## src/rtl/nand_rd_pkg.sv

```systemverilog
package nand_rd_pkg;

    typedef enum logic [2:0] {
        ST_IDLE,
        ST_SETUP,
        ST_WLOW,
        ST_WHOLD,
        ST_WAITRDY,
        ST_RLOW,
        ST_RHOLD,
        ST_DONE
    } nrd_state_e;

    // Which byte the current write cycle carries
    typedef enum logic [2:0] {
        IT_RST,
        IT_RDCMD,
        IT_A0,
        IT_A1,
        IT_A2,
        IT_A3
    } nrd_item_e;

    localparam logic [7:0] OP_RESET   = 8'hFF;
    localparam logic [7:0] OP_READ    = 8'h00;
    localparam int         ADDR_BYTES = 4;

endpackage

```

## src/rtl/nand_phase_timer.sv

```systemverilog
module nand_phase_timer #(
    parameter int CNT_W = 4
) (
    input  logic             clk,
    input  logic             rst_n,
    input  logic             load_i,
    input  logic [CNT_W-1:0] len_i,
    output logic             expired_o
);
    logic [CNT_W-1:0] cnt_q;

    // Loaded on phase entry with length-1; the phase ends on the clock it reads zero
    always_ff @(posedge clk or negedge rst_n) begin
        if (!rst_n)
            cnt_q <= '0;
        else if (load_i)
            cnt_q <= len_i;
        else if (cnt_q != '0)
            cnt_q <= cnt_q - 1'b1;
    end

    assign expired_o = (cnt_q == '0);
endmodule

```

## src/rtl/nand_addr_slicer.sv

```systemverilog
module nand_addr_slicer #(
    parameter int ADDR_W = 33,
    parameter int NBYTES = 4,
    localparam int SEL_W = $clog2(NBYTES)
) (
    input  logic [ADDR_W-1:0] addr_i,
    input  logic [SEL_W-1:0]  sel_i,
    output logic [7:0]        byte_o
);
    logic [7:0] slice [NBYTES];
    logic       col_bit_unused;

    // Byte 0 is the column; later bytes skip bit 8 (half-page select is in the command)
    for (genvar k = 0; k < NBYTES; k++) begin : g_slice
        localparam int LO = (k == 0) ? 0 : 8 * k + 1;
        assign slice[k] = addr_i[LO+7:LO];
    end

    assign col_bit_unused = addr_i[8];
    assign byte_o = slice[sel_i];
endmodule

```

## src/rtl/nand_page_reader.sv

```systemverilog
module nand_page_reader
    import nand_rd_pkg::*;
#(
    parameter int ADDR_W     = 33,
    parameter int CNT_W      = 4,
    parameter int PAGE_BYTES = 512
) (
    input  logic              clk,
    input  logic              rst_n,
    input  logic              start_i,
    input  logic [ADDR_W-1:0] addr_i,
    input  logic [CNT_W-1:0]  setup_len_i,
    input  logic [CNT_W-1:0]  strobe_len_i,
    input  logic [CNT_W-1:0]  hold_len_i,
    output logic              done_o,
    output logic [7:0]        rd_data_o,
    output logic              rd_valid_o,
    output logic              nce_o,
    output logic              cle_o,
    output logic              ale_o,
    output logic              nwe_o,
    output logic              nre_o,
    output logic [7:0]        io_o,
    output logic              io_oe_o,
    input  logic [7:0]        io_i,
    input  logic              rnb_i
);
    localparam int BC_W = $clog2(PAGE_BYTES + 1);
    localparam int AS_W = $clog2(ADDR_BYTES);

    nrd_state_e        state_q, state_n;
    nrd_item_e         item_q;
    logic              init_done_q;
    logic [ADDR_W-1:0] addr_q;
    logic [BC_W-1:0]   bcnt_q;
    logic              ph_load, ph_end;
    logic [CNT_W-1:0]  ph_len;
    logic [AS_W-1:0]   adr_sel;
    logic [7:0]        adr_byte;
    logic              write_ph;
    logic              accept;

    assign accept = (state_q == ST_IDLE) && start_i;

    nand_phase_timer #(.CNT_W(CNT_W)) u_timer (
        .clk       (clk),
        .rst_n     (rst_n),
        .load_i    (ph_load),
        .len_i     (ph_len),
        .expired_o (ph_end)
    );

    assign adr_sel = AS_W'(item_q - IT_A0);

    nand_addr_slicer #(.ADDR_W(ADDR_W), .NBYTES(ADDR_BYTES)) u_slicer (
        .addr_i (addr_q),
        .sel_i  (adr_sel),
        .byte_o (adr_byte)
    );

    // Next-state decision
    always_comb begin
        state_n = state_q;
        unique case (state_q)
            ST_IDLE:    if (start_i) state_n = ST_SETUP;
            ST_SETUP:   if (ph_end) state_n = ST_WLOW;
            ST_WLOW:    if (ph_end) state_n = ST_WHOLD;
            ST_WHOLD:   if (ph_end)
                            state_n = (item_q == IT_RST || item_q == IT_A3) ? ST_WAITRDY : ST_SETUP;
            ST_WAITRDY: if (rnb_i)
                            state_n = (item_q == IT_RST) ? ST_SETUP : ST_RLOW;
            ST_RLOW:    if (ph_end) state_n = ST_RHOLD;
            ST_RHOLD:   if (ph_end)
                            state_n = (bcnt_q == BC_W'(PAGE_BYTES)) ? ST_DONE : ST_RLOW;
            ST_DONE:    state_n = ST_IDLE;
            default:    state_n = ST_IDLE;
        endcase
    end

    // Phase length chosen for the state being entered
    always_comb begin
        ph_load = (state_n != state_q);
        unique case (state_n)
            ST_SETUP:          ph_len = setup_len_i;
            ST_WLOW, ST_RLOW:  ph_len = strobe_len_i;
            ST_WHOLD, ST_RHOLD: ph_len = hold_len_i;
            default:           ph_len = '0;
        endcase
    end

    // State register
    always_ff @(posedge clk or negedge rst_n) begin
        if (!rst_n)
            state_q <= ST_IDLE;
        else
            state_q <= state_n;
    end

    // Sequence bookkeeping: which byte, first-use flag, captured address, byte count
    always_ff @(posedge clk or negedge rst_n) begin
        if (!rst_n) begin
            item_q      <= IT_RST;
            init_done_q <= 1'b0;
            addr_q      <= '0;
            bcnt_q      <= '0;
        end else begin
            if (accept) begin
                item_q <= init_done_q ? IT_RDCMD : IT_RST;
                addr_q <= addr_i;
                bcnt_q <= '0;
            end else if (state_q == ST_WHOLD && ph_end &&
                         item_q != IT_RST && item_q != IT_A3) begin
                item_q <= nrd_item_e'(item_q + 3'd1);
            end else if (state_q == ST_WAITRDY && rnb_i && item_q == IT_RST) begin
                item_q      <= IT_RDCMD;
                init_done_q <= 1'b1;
            end
            if (state_q == ST_RLOW && ph_end)
                bcnt_q <= bcnt_q + 1'b1;
        end
    end

    // Read capture at the read-strobe rising edge
    always_ff @(posedge clk or negedge rst_n) begin
        if (!rst_n) begin
            rd_data_o  <= '0;
            rd_valid_o <= 1'b0;
        end else begin
            rd_valid_o <= (state_q == ST_RLOW) && ph_end;
            if ((state_q == ST_RLOW) && ph_end)
                rd_data_o <= io_i;
        end
    end

    // Pin outputs
    always_comb begin
        write_ph = (state_q == ST_SETUP) || (state_q == ST_WLOW) || (state_q == ST_WHOLD);
        nce_o    = (state_q == ST_IDLE) || (state_q == ST_DONE);
        nwe_o    = (state_q != ST_WLOW);
        nre_o    = (state_q != ST_RLOW);
        cle_o    = write_ph && (item_q == IT_RST || item_q == IT_RDCMD);
        ale_o    = write_ph && !(item_q == IT_RST || item_q == IT_RDCMD);
        io_oe_o  = write_ph;
        done_o   = (state_q == ST_DONE);
        unique case (item_q)
            IT_RST:   io_o = OP_RESET;
            IT_RDCMD: io_o = OP_READ;
            default:  io_o = adr_byte;
        endcase
        if (!write_ph)
            io_o = 8'h00;
    end
endmodule

```

## config.mk

```make
export PLATFORM = sky130hd
export DESIGN_NAME = nand_page_reader
export DESIGN_NICKNAME = d
export VERILOG_FILES = /design/src/rtl/nand_rd_pkg.sv /design/src/rtl/nand_phase_timer.sv /design/src/rtl/nand_addr_slicer.sv /design/src/rtl/nand_page_reader.sv
export SDC_FILE = /design/constraint.sdc
export NUM_CORES = 1
export LEC_CHECK = 0
export BUFFER_PORTS_ARGS = -buffer_cell sky130_fd_sc_hd__buf_2
export CAP_MARGIN = 20
export CORE_MARGIN = 8
export CORE_UTILIZATION = 53
export CTS_BUF_LIST = sky130_fd_sc_hd__clkbuf_16
export DETAILED_ROUTE_END_ITERATION = 7
export PLACE_DENSITY = 0.8
export SLEW_MARGIN = 10
export SYNTH_ARGS = -nofsm -noshare
export SYNTH_HDL_FRONTEND = slang
export SYNTH_SLANG_ARGS = --single-unit
```

## constraint.sdc

```tcl
create_clock -name clk -period 2.9 [get_ports clk]
set_input_delay 0.145 -clock clk [delete_from_list [all_inputs] [get_ports clk]]
set_output_delay 0.145 -clock clk [all_outputs]
set_load 0.05 [all_outputs]
```

==> metrics, run 1 <==
die area=a little under 9000 um^2; startpoint types=flip-flop; pwr/cell area=between 1000 and 1500 nW/um^2; Buf/Inv on CP=1; Psw=0.002748 W; worst r2r src=u_timer.cnt_q[0]$_DFFE_PN0P_; P_int=0.003007 W; top_reg_cell synth=dfrtp_1; first-pass GRT wire length=around 13 mm; Ys Warns=0; Core ar.=between 5000 and 6000 um^2; combinational power share=54.1%; cts bufs inserted=9; number of diodes=0; critical path class=flip-flop to flip-flop; reg2reg path depth=9; Crit-path slowest cell=o31ai_4; vias per cell=approximately 5.3; Area contributors post-synth=dfrtp_1 48%, nand2_1 16%, mux4_2 5.6%; final setup vio count=0; Tmin final=between 2 and 2.5 ns; data arrival time of the critical path=between 2 and 3 ns; syn nets=around 430; port bufs=79; async set-reset flop share out of synthesis=100.0%; gr usage total=18.34%; drc violations=0; HP Class=input pin to flip-flop; area grow syn2layout=24.83%; Starting Density=between 50% and 60%; proportion of layout cells with a drive suffix above 1=25.89%; sequential share of power=26.4%; Layout Nets=approximately 500; CP cell instances=inv_1, ha_1, nor3b_4, nand2_2, o31ai_4, nor3b_1, o32a_1, a31oi_1, a31o_1; RR Endpoint=u_timer.cnt_q[2]$_DFFE_PN0P_; post-CTS setup repair buffer count=0; hold-fix buffers at CTS=1; flops & latches, synth=just over 60; f_max=around 400 MHz; DR pass1 iterations=4; Clock Path Buffers=2; CP required=between 3 and 4 ns; CP max stage delay=between 0.4 and 0.5 ns; Sw Share=a little under half; clock sinks=between 60 and 70; Final Wtd Congestion=a little under 0.8; Hold Fails Final Rpt=0; hold wc startpoint=addr_i[22]; Pwr Total=approximately 0.0058 W; reg2reg setup slack=0.42 ns; vias in the first global route=2768; area leader, netlist=dfrtp_1; Iteration-0 DRC Markers=approximately 160; setup repair after global routing missed its margin=false; syn avg cell area=8.910 um^2; Worst Setup End Kind=flip-flop; Clk Latency, worst-skew pair=between 0.3 and 0.4 ns; routed wire length=~7.7 mm; post-route ant nets=0; Placement Cell Area=between 3000 and 4000 um^2; CTS H-Tree Depth=3; Netlist cell types=between 40 and 50; worst vdd ir=1.066 mV; initial antenna violation count=0; largest net degree at the start of global routing=40; TritonCTS clock tree=yes; root buf cell=clkbuf_16; GRT overflow=0; Die Y=94.01 um; Slew Limit Fails=0; Post-Syn Instances=362; Static Leakage=2.043 nW; fin area=just over 4000 um^2; outcome=finished, final reports clean; WHS Endpoint=addr_q[22]$_DFFE_PN0P_; post-synthesis sequential area ratio=48.10%; relative max-transition margin=between 50% and 60%; post-synthesis instance area=roughly 3200 um^2; Clock transition at path regs=approximately 0.060 ns; critical path fanouts, max=8; setup total negative slack=0 ns; FP Rows=28; Yosys top cell area share=between 40 and 50%; max-cap violation count=0; IO Pins=slightly above 80; fin util=between 60% and 70%; DP HPWL=approximately 5.4 mm; cell family with most CP delay=compound AO/OA/AOI/OAI gates; Avg WL per Cell=about 15 um; WHS Path Cells=3; Layout Skew=approximately 0.0057 ns; Slew @ Worst Pin=roughly 0.70 ns; post-cts resize count=0; Fillers=462; fin crit share=85.43%; die width=around 94 um; number of enable flip-flop cells after synthesis=0; via count=2781; Clk pwr share=between 10% and 20%
==> metal layers <==
metal  wire length [um]  GRT usage, %  share of wire, %  up-vias
met3                587         5.196               7.6        6
met1               3185         22.44                41     1312
met4                 63         8.587              0.81        0
met2               3899         29.23                50       80
li1                   -             -                 -     1383
met5                  0             0                 0        -
==> placed cells by master (no fill, tap or decap), types with 3 or more instances in the layout <==
cell	count
nand2_1	138
buf_2	79
dfrtp_1	62
nor2_1	18
nand3_1	15
o21ai_0	11
clkbuf_16	9
inv_1	8
mux4_2	8
o21a_1	8
nor3_1	7
buf_4	7
xor2_1	6
ha_1	6
mux2i_1	5
nand2b_1	4
a21oi_1	4
o31ai_1	3
and2_1	3
a22oi_1	3
a31oi_1	3
==> power groups by stage <==
stage / Clock (W) / Sequential (W) / Combinational [W]
after floorplan: 0 / 0.00162 / 0.00230
after global placement: 0 / 0.00150 / 0.00305
after detailed placement: 0 / 0.00152 / 0.00311
after CTS: 0.00114 / 0.00152 / 0.00313
after global routing: 0.00118 / 0.00158 / 0.00336
final: 0.00112 / 0.00152 / 0.00311
==> final cells by class <==
cell class	count	area (um^2)	area share, %
clock inverters	7	88.84	2.206
repair buffers	87	457.9	11.37
well taps	75	93.84	2.331
inverters	7	26.28	0.6526
multi-input cells	276	1583	39.31
flip-flops and latches	62	1551	38.53
clock buffers	9	225.2	5.594
==> synthesized netlist by cell type (all sizes together) (6+ instances only) <==
| cell | instances |
|---|---|
| ha | 6 |
| dfrtp | 62 |
| nor3 | 8 |
| inv | 7 |
| mux4 | 8 |
| xor2 | 6 |
| clkbuf | 12 |
| nor2 | 18 |
| nand2 | 139 |
| o21a | 8 |
| nand3 | 15 |
| o21ai | 13 |
==> state kept, by name, summed over array words and instances (netlist names) <==
name and count:
state_q 3, init_done_q 1, rd_data_o 8, bcnt_q 10, addr_q 32, rd_valid_o 1
item_q 3, u_timer.cnt_q 4
==> kinds of logic after synthesis <==
kind of cell	count (synthesis)	share of synthesized area, %
multiplexers	13	7.137
flip-flops	62	48.10
AO/OA/AOI/OAI	43	9.271
buffers and inverters	24	2.987
AND/OR/NAND/NOR	208	28.55
XOR/XNOR	6	1.629
adder cells (fa/ha/maj)	6	2.327
==> worst max path at each step <==
stage / from / cells after the start / slack, ns / endpoint
5_1_grt: u_timer.cnt_q[0]$_DFFE_PN0P_ / 9 / 0.29 / u_timer.cnt_q[2]$_DFFE_PN0P_
4_1_cts: u_timer.cnt_q[0]$_DFFE_PN0P_ / 9 / 0.43 / u_timer.cnt_q[2]$_DFFE_PN0P_
3_3_place_gp: u_timer.cnt_q[0]$_DFFE_PN0P_ / 9 / 0.49 / u_timer.cnt_q[2]$_DFFE_PN0P_
2_1_floorplan: item_q[0]$_DFFE_PN0P_ / 5 / 0.28 / cle_o
3_5_place_dp: u_timer.cnt_q[0]$_DFFE_PN0P_ / 9 / 0.43 / u_timer.cnt_q[2]$_DFFE_PN0P_
6_report: u_timer.cnt_q[0]$_DFFE_PN0P_ / 9 / 0.42 / u_timer.cnt_q[2]$_DFFE_PN0P_
==> stage by stage <==
stage               setup WS, ns  hold slack, ns  std cells
global route              0.2921        0.007652        523
global placement          0.4865          0.1494        506
detailed placement        0.4319          0.1551        506
floorplan                 0.2755         -0.1506        362
CTS                       0.4271       0.0009932        523
finish                    0.4225        0.006263        523
==> worst min-delay path: stages <==
cell	delay (ns)
buf_2	0.07
nand2_1	0.04
nand2_1	0.04
Power figures use the tool's default switching activity.
==> run 2, diff against run 1 <==
- CORE_UTILIZATION: 53 -> 55
- CTS_BUF_LIST: sky130_fd_sc_hd__clkbuf_16 -> sky130_fd_sc_hd__clkbuf_8
- PLACE_DENSITY: 0.8 -> 0.82
==> metrics, run 2 (same netlist as run 1, synthesis figures left out) <==
proportion of layout cells with a drive suffix above 1=about a quarter; port bufs=79; FP Rows=28; Iteration-0 DRC Markers=127; Clk Latency, worst-skew pair=about 0.34 ns; Clock transition at path regs=around 0.07 ns; worst vdd ir=0.9675 mV; largest net degree at the start of global routing=38; Fillers=between 400 and 500; Static Leakage=slightly above 2 nW; setup total negative slack=0 ns; pre-CTS WS=between 0.3 and 0.4 ns; Pwr Total=approximately 0.0054 W; routed wire length=roughly 8.1 mm; setup repair after global routing missed its margin=false; relative max-transition margin=a little under three fifths; pwr/cell area=between 1000 and 1500 nW/um^2; Crit-path slowest cell=dfrtp_1; CP cell instances=inv_1, ha_1, mux2i_1, and4b_1, o31a_1, o21ai_1, or2_0, a31oi_1, a31o_1; first-pass GRT wire length=roughly 14 mm; drc violations=0; Layout Skew=approximately 0.012 ns; critical path class=flip-flop to flip-flop; post-CTS setup repair buffer count=0; Core ar.=slightly below 6000 um^2; most common cell after layout, fill and taps aside=nand2_1; leading cell types in the layout, fill and taps excluded=138 x nand2_1, 79 x buf_2, 62 x dfrtp_1, 24 x dlygate4sd3_1, 18 x nor2_1; TritonCTS clock tree=yes; Die Y=between 90 and 100 um; max-cap violation count=0; Avg WL per Cell=about 15 um; gr usage total=between 10% and 20%; Biggest register=addr_q; startpoint types=flip-flop; clock sinks=62; cell family with most CP delay=compound AO/OA/AOI/OAI gates; CP max stage delay=around 0.62 ns; Slew @ Worst Pin=0.6691 ns; f_max=~380 MHz; IO Pins=81; Placed Cells=approximately 500; Layout Nets=roughly 530; CP required=between 3 and 4 ns; top flop regs=addr_q x32, bcnt_q x10, rd_data_o x8; die width=roughly 90 um; worst setup margin=about 0.27 ns; GRT overflow=0; reg2reg setup slack=between 0.2 and 0.3 ns; Final Wtd Congestion=about 0.8; vias in the first global route=about 3000; CTS H-Tree Depth=3; via count=2925; outcome=finished, violations left; vias per cell=5.347; fin crit share=about nine tenths; Slew Limit Fails=0; DR pass1 iterations=5; DP HPWL=~5.5 mm; cts bufs inserted=9; critical path fanouts, max=10; Tmin final=2.634 ns; Buf/Inv on CP=1; Hold Fails Final Rpt=1; die area=~8600 um^2; HP Class=input pin to flip-flop; Worst Setup End Kind=flip-flop; data arrival time of the critical path=between 2 and 3 ns; fin util=a little under three quarters; Largest register FFs=32; root buf cell=clkbuf_8; post-route ant nets=0; initial antenna violation count=1; Fin Hold WS=-0.008371 ns; Starting Density=between 50% and 60%; area grow syn2layout=28.43%; final setup vio count=0; Clock Path Buffers=2; failing checks=negative hold slack; Post-Layout Cell Count=between 500 and 600
==> run 2: cell types whose count changed in the layout (fill, tap and decap cells not counted) <==
cell           change
clkbuf_8           +9
clkinv_1           -1
clkbuf_16          -9
diode_2            +1
dlygate4sd3_1     +23
clkinvlp_4         +3
inv_1              -1
bufinv_16          -1
==> run 2: cell type report <==
cell class	count	area [um^2]	area share (%)
clock inverter	7	73.82	1.782
inverter	7	26.28	0.6342
timing repair buffer	110	688.2	16.61
clock buffer	9	123.9	2.990
multi-input combinational	276	1583	38.21
tap	75	93.84	2.265
sequential	62	1551	37.45
antenna	1	2.502	0.06040
==> run 2: final timing paths <==
check                                        from                           end  depth (start not counted)
hold reg to reg            addr_q[27]$_DFFE_PN0P_        addr_q[27]$_DFFE_PN0P_                          2
max in group asynchronous                   rst_n         bcnt_q[8]$_DFFE_PN0P_                          3
min in group asynchronous                   rst_n        addr_q[21]$_DFFE_PN0P_                          2
setup / recovery            item_q[1]$_DFFE_PN0P_  u_timer.cnt_q[2]$_DFFE_PN0P_                          9
hold / removal                          addr_i[9]         addr_q[9]$_DFFE_PN0P_                          3
setup reg to reg            item_q[1]$_DFFE_PN0P_  u_timer.cnt_q[2]$_DFFE_PN0P_                          9
==> run 2: worst min-delay path: stages <==
cell and delay (ns):
buf_2 0.07, nand2_1 0.04, nand2_1 0.04
==> run 2: metrics by stage <==
| stage | instance area [um^2] | hold slack (ns) |
|---|---|---|
| 6_report | 4143 | -0.008371 |
| 5_1_grt | 4143 | 0.007923 |
| 4_1_cts | 4140 | 0.0001678 |
| 3_5_place_dp | 3702 | 0.1604 |
| 3_3_place_gp | 3702 | 0.1632 |
| 2_1_floorplan | 3226 | -0.1506 |
==> run 2: power breakdown <==
group / total, W / internal (W) / switching [W]
registers: 0.00155 / 0.00122 / 0.000327
logic: 0.00312 / 0.00106 / 0.00207
clock network: 0.000751 / 0.000397 / 0.000354
total: 0.00543 / 0.00268 / 0.00275
==> run 2: routing by layer <==
metal	wire length, um	track usage [%]
met1	3387	23.28
met2	3987	32.36
met3	419	5.016
met4	281	11.01
met5	0	0
==> run 2: what timing repair did <==
action                    4_1_cts  5_1_grt
gates resized for setup         0        0
hold endpoints to repair       48        0
hold buffers                   24        0
==> run 3, diff against run 2 <==
- clock period: 2.9 -> 2.8 ns (I/O delays scaled with it)
==> metrics, run 3 (same netlist as run 1, synthesis figures left out) <==
CP required=3.03 ns; DR pass1 iterations=7; setup repair after global routing missed its margin=false; fin area=4214 um^2; TritonCTS clock tree=yes; Final Wtd Congestion=roughly 0.78; M1 GR Usage=a little under a quarter; via count=a little under 3000; startpoint types=flip-flop; source of the critical timing path=u_timer.cnt_q[0]$_DFFE_PN0P_; Slew @ Worst Pin=around 0.7 ns; leading cell types in the layout, fill and taps excluded=138 x nand2_1, 79 x buf_2, 62 x dfrtp_1, 29 x dlygate4sd3_1, 18 x nor2_1; setup total negative slack=0 ns; Fin Hold WS=-0.0001090 ns; reg2reg setup slack=0.27 ns; vias in the first global route=around 3100; failing checks=negative hold slack; Die Y=a little over 90 um; gr usage total=just under 20%; Clk pwr share=around 15%; Slew Limit Fails=0; proportion of layout cells with a drive suffix above 1=between 20% and 30%; die area=8571 um^2; Placement Cell Area=approximately 3700 um^2; clock sinks=62; Worst Setup End Kind=flip-flop; worst setup margin=about 0.27 ns; CTS H-Tree Depth=3; critical path class=flip-flop to flip-flop; port bufs=79; top flop regs=addr_q x32, bcnt_q x10, rd_data_o x8; FP Rows=28; drc violations=0; combinational power share=around 57%; final setup vio count=0; die width=just over 90 um; critical path fanouts, max=8; first-pass GRT wire length=13.81 mm; Worst setup endpoint=u_timer.cnt_q[2]$_DFFE_PN0P_; root buf cell=clkbuf_8; routed wire length=roughly 8 mm; P_int=around 0.0029 W; Hold Fails Final Rpt=1; Layout Nets=534; fin util=72.90%; HP Class=input pin to flip-flop; IO Pins=slightly above 80; DP HPWL=approximately 5.4 mm; Clk Latency, worst-skew pair=roughly 0.34 ns; grt met3 use=~4.9%; Tmin final=2.533 ns; max-cap violation count=0; initial antenna violation count=0; Psw=between 0.002 and 0.003 W; met2 Use GR=approximately 34%; Starting Density=around 56%; cts bufs inserted=9; fin crit share=roughly nine tenths; Largest register FFs=32; relative max-transition margin=between 50% and 60%; post-route ant nets=0; largest net degree at the start of global routing=39; most common cell after layout, fill and taps aside=nand2_1; Static Leakage=around 2.1 nW; GRT overflow=0; data arrival time of the critical path=roughly 2.8 ns; RR Endpoint=u_timer.cnt_q[2]$_DFFE_PN0P_; Sw Share=between 40% and 50%; Clock Path Buffers=2; global route hottest layer=met2; Biggest register=addr_q; vias per cell=around 5.4; pwr/cell area=roughly 1400 nW/um^2; sequential share of power=between 20 and 30%; area grow syn2layout=30.64%; Iteration-0 DRC Markers=108; pre-CTS WS=approximately 0.3 ns; Avg WL per Cell=between 10 and 15 um; Core ar.=between 5000 and 6000 um^2; f_max=between 300 and 400 MHz; outcome=finished, violations left; number of diodes=0; Clock transition at path regs=about 0.08 ns; Layout Skew=about 0.015 ns; post-cts resize count=0; reg2reg path depth=9; worst vdd ir=1.004 mV; worst r2r src=u_timer.cnt_q[0]$_DFFE_PN0P_
==> run 3: cell count changes in the layout (fill, tap and decap cells not counted) <==
cell           before  now
diode_2             1    0
clkinvlp_4          4    2
dlygate4sd3_1      24   29
bufinv_16           1    2
clkinv_4            0    1
==> run 3: power by group through the flow <==
| stage | combinational, W | clock (W) | sequential [W] |
|---|---|---|---|
| after floorplan | 0.00238 | 0 | 0.00167 |
| after global placement | 0.00314 | 0 | 0.00156 |
| after detailed placement | 0.00321 | 0 | 0.00159 |
| after CTS | 0.00326 | 0.000879 | 0.00158 |
| after global routing | 0.00354 | 0.000914 | 0.00164 |
| final | 0.00327 | 0.000874 | 0.00159 |
==> run 3: layout make-up <==
type	instances	area (um^2)
clock buffer	9	123.9
clock inverter	7	97.59
fill	415	1567
inverter	7	26.28
multi-input combinational	276	1583
sequential	62	1551
tap	75	93.84
timing repair buffer	115	738.2
==> run 3: timing repair <==
item                                    in CTS  in global routing
endpoints found under the setup margin       0                  0
buffers inserted                             0                  0
endpoints found under the hold margin       52                  0
hold buffers                                29                  0
==> run 3: critical path, stage by stage, from the launching register on <==
cell and delay (ns):
dfrtp_1 0.40, inv_1 0.09, ha_1 0.20, nor3b_4 0.35, nand2_2 0.14, o31ai_4 0.49
nor3b_1 0.24, o32a_1 0.25, a31oi_1 0.08, a31o_1 0.19
==> run 3: per-stage QoR <==
step / std cells / power, W
6_report: 551 / 0.005735
5_1_grt: 551 / 0.006098
4_1_cts: 551 / 0.005715
3_5_place_dp: 506 / 0.004806
3_3_place_gp: 506 / 0.004703
2_1_floorplan: 362 / 0.004055
==> run 3: layer usage <==
metal	vias to the layer above	wire, um
met4	0	182
met2	107	4114
li1	1434	-
met3	21	577
met1	1421	3317
met5	-	0
==> run 3: how the worst min path moves through the flow <==
stage | from | to | slack (ns) | depth (start not counted)
floorplan | rst_n | addr_q[0]$_DFFE_PN0P_ | -0.16 | 0
global placement | rst_n | rd_data_o[5]$_DFFE_PN0P_ | 0.15 | 1
detailed placement | rst_n | rd_data_o[6]$_DFFE_PN0P_ | 0.15 | 1
CTS | addr_i[13] | addr_q[13]$_DFFE_PN0P_ | 0.002 | 3
global route | addr_i[13] | addr_q[13]$_DFFE_PN0P_ | 0.01 | 3
finish | addr_i[9] | addr_q[9]$_DFFE_PN0P_ | -0.0001 | 3
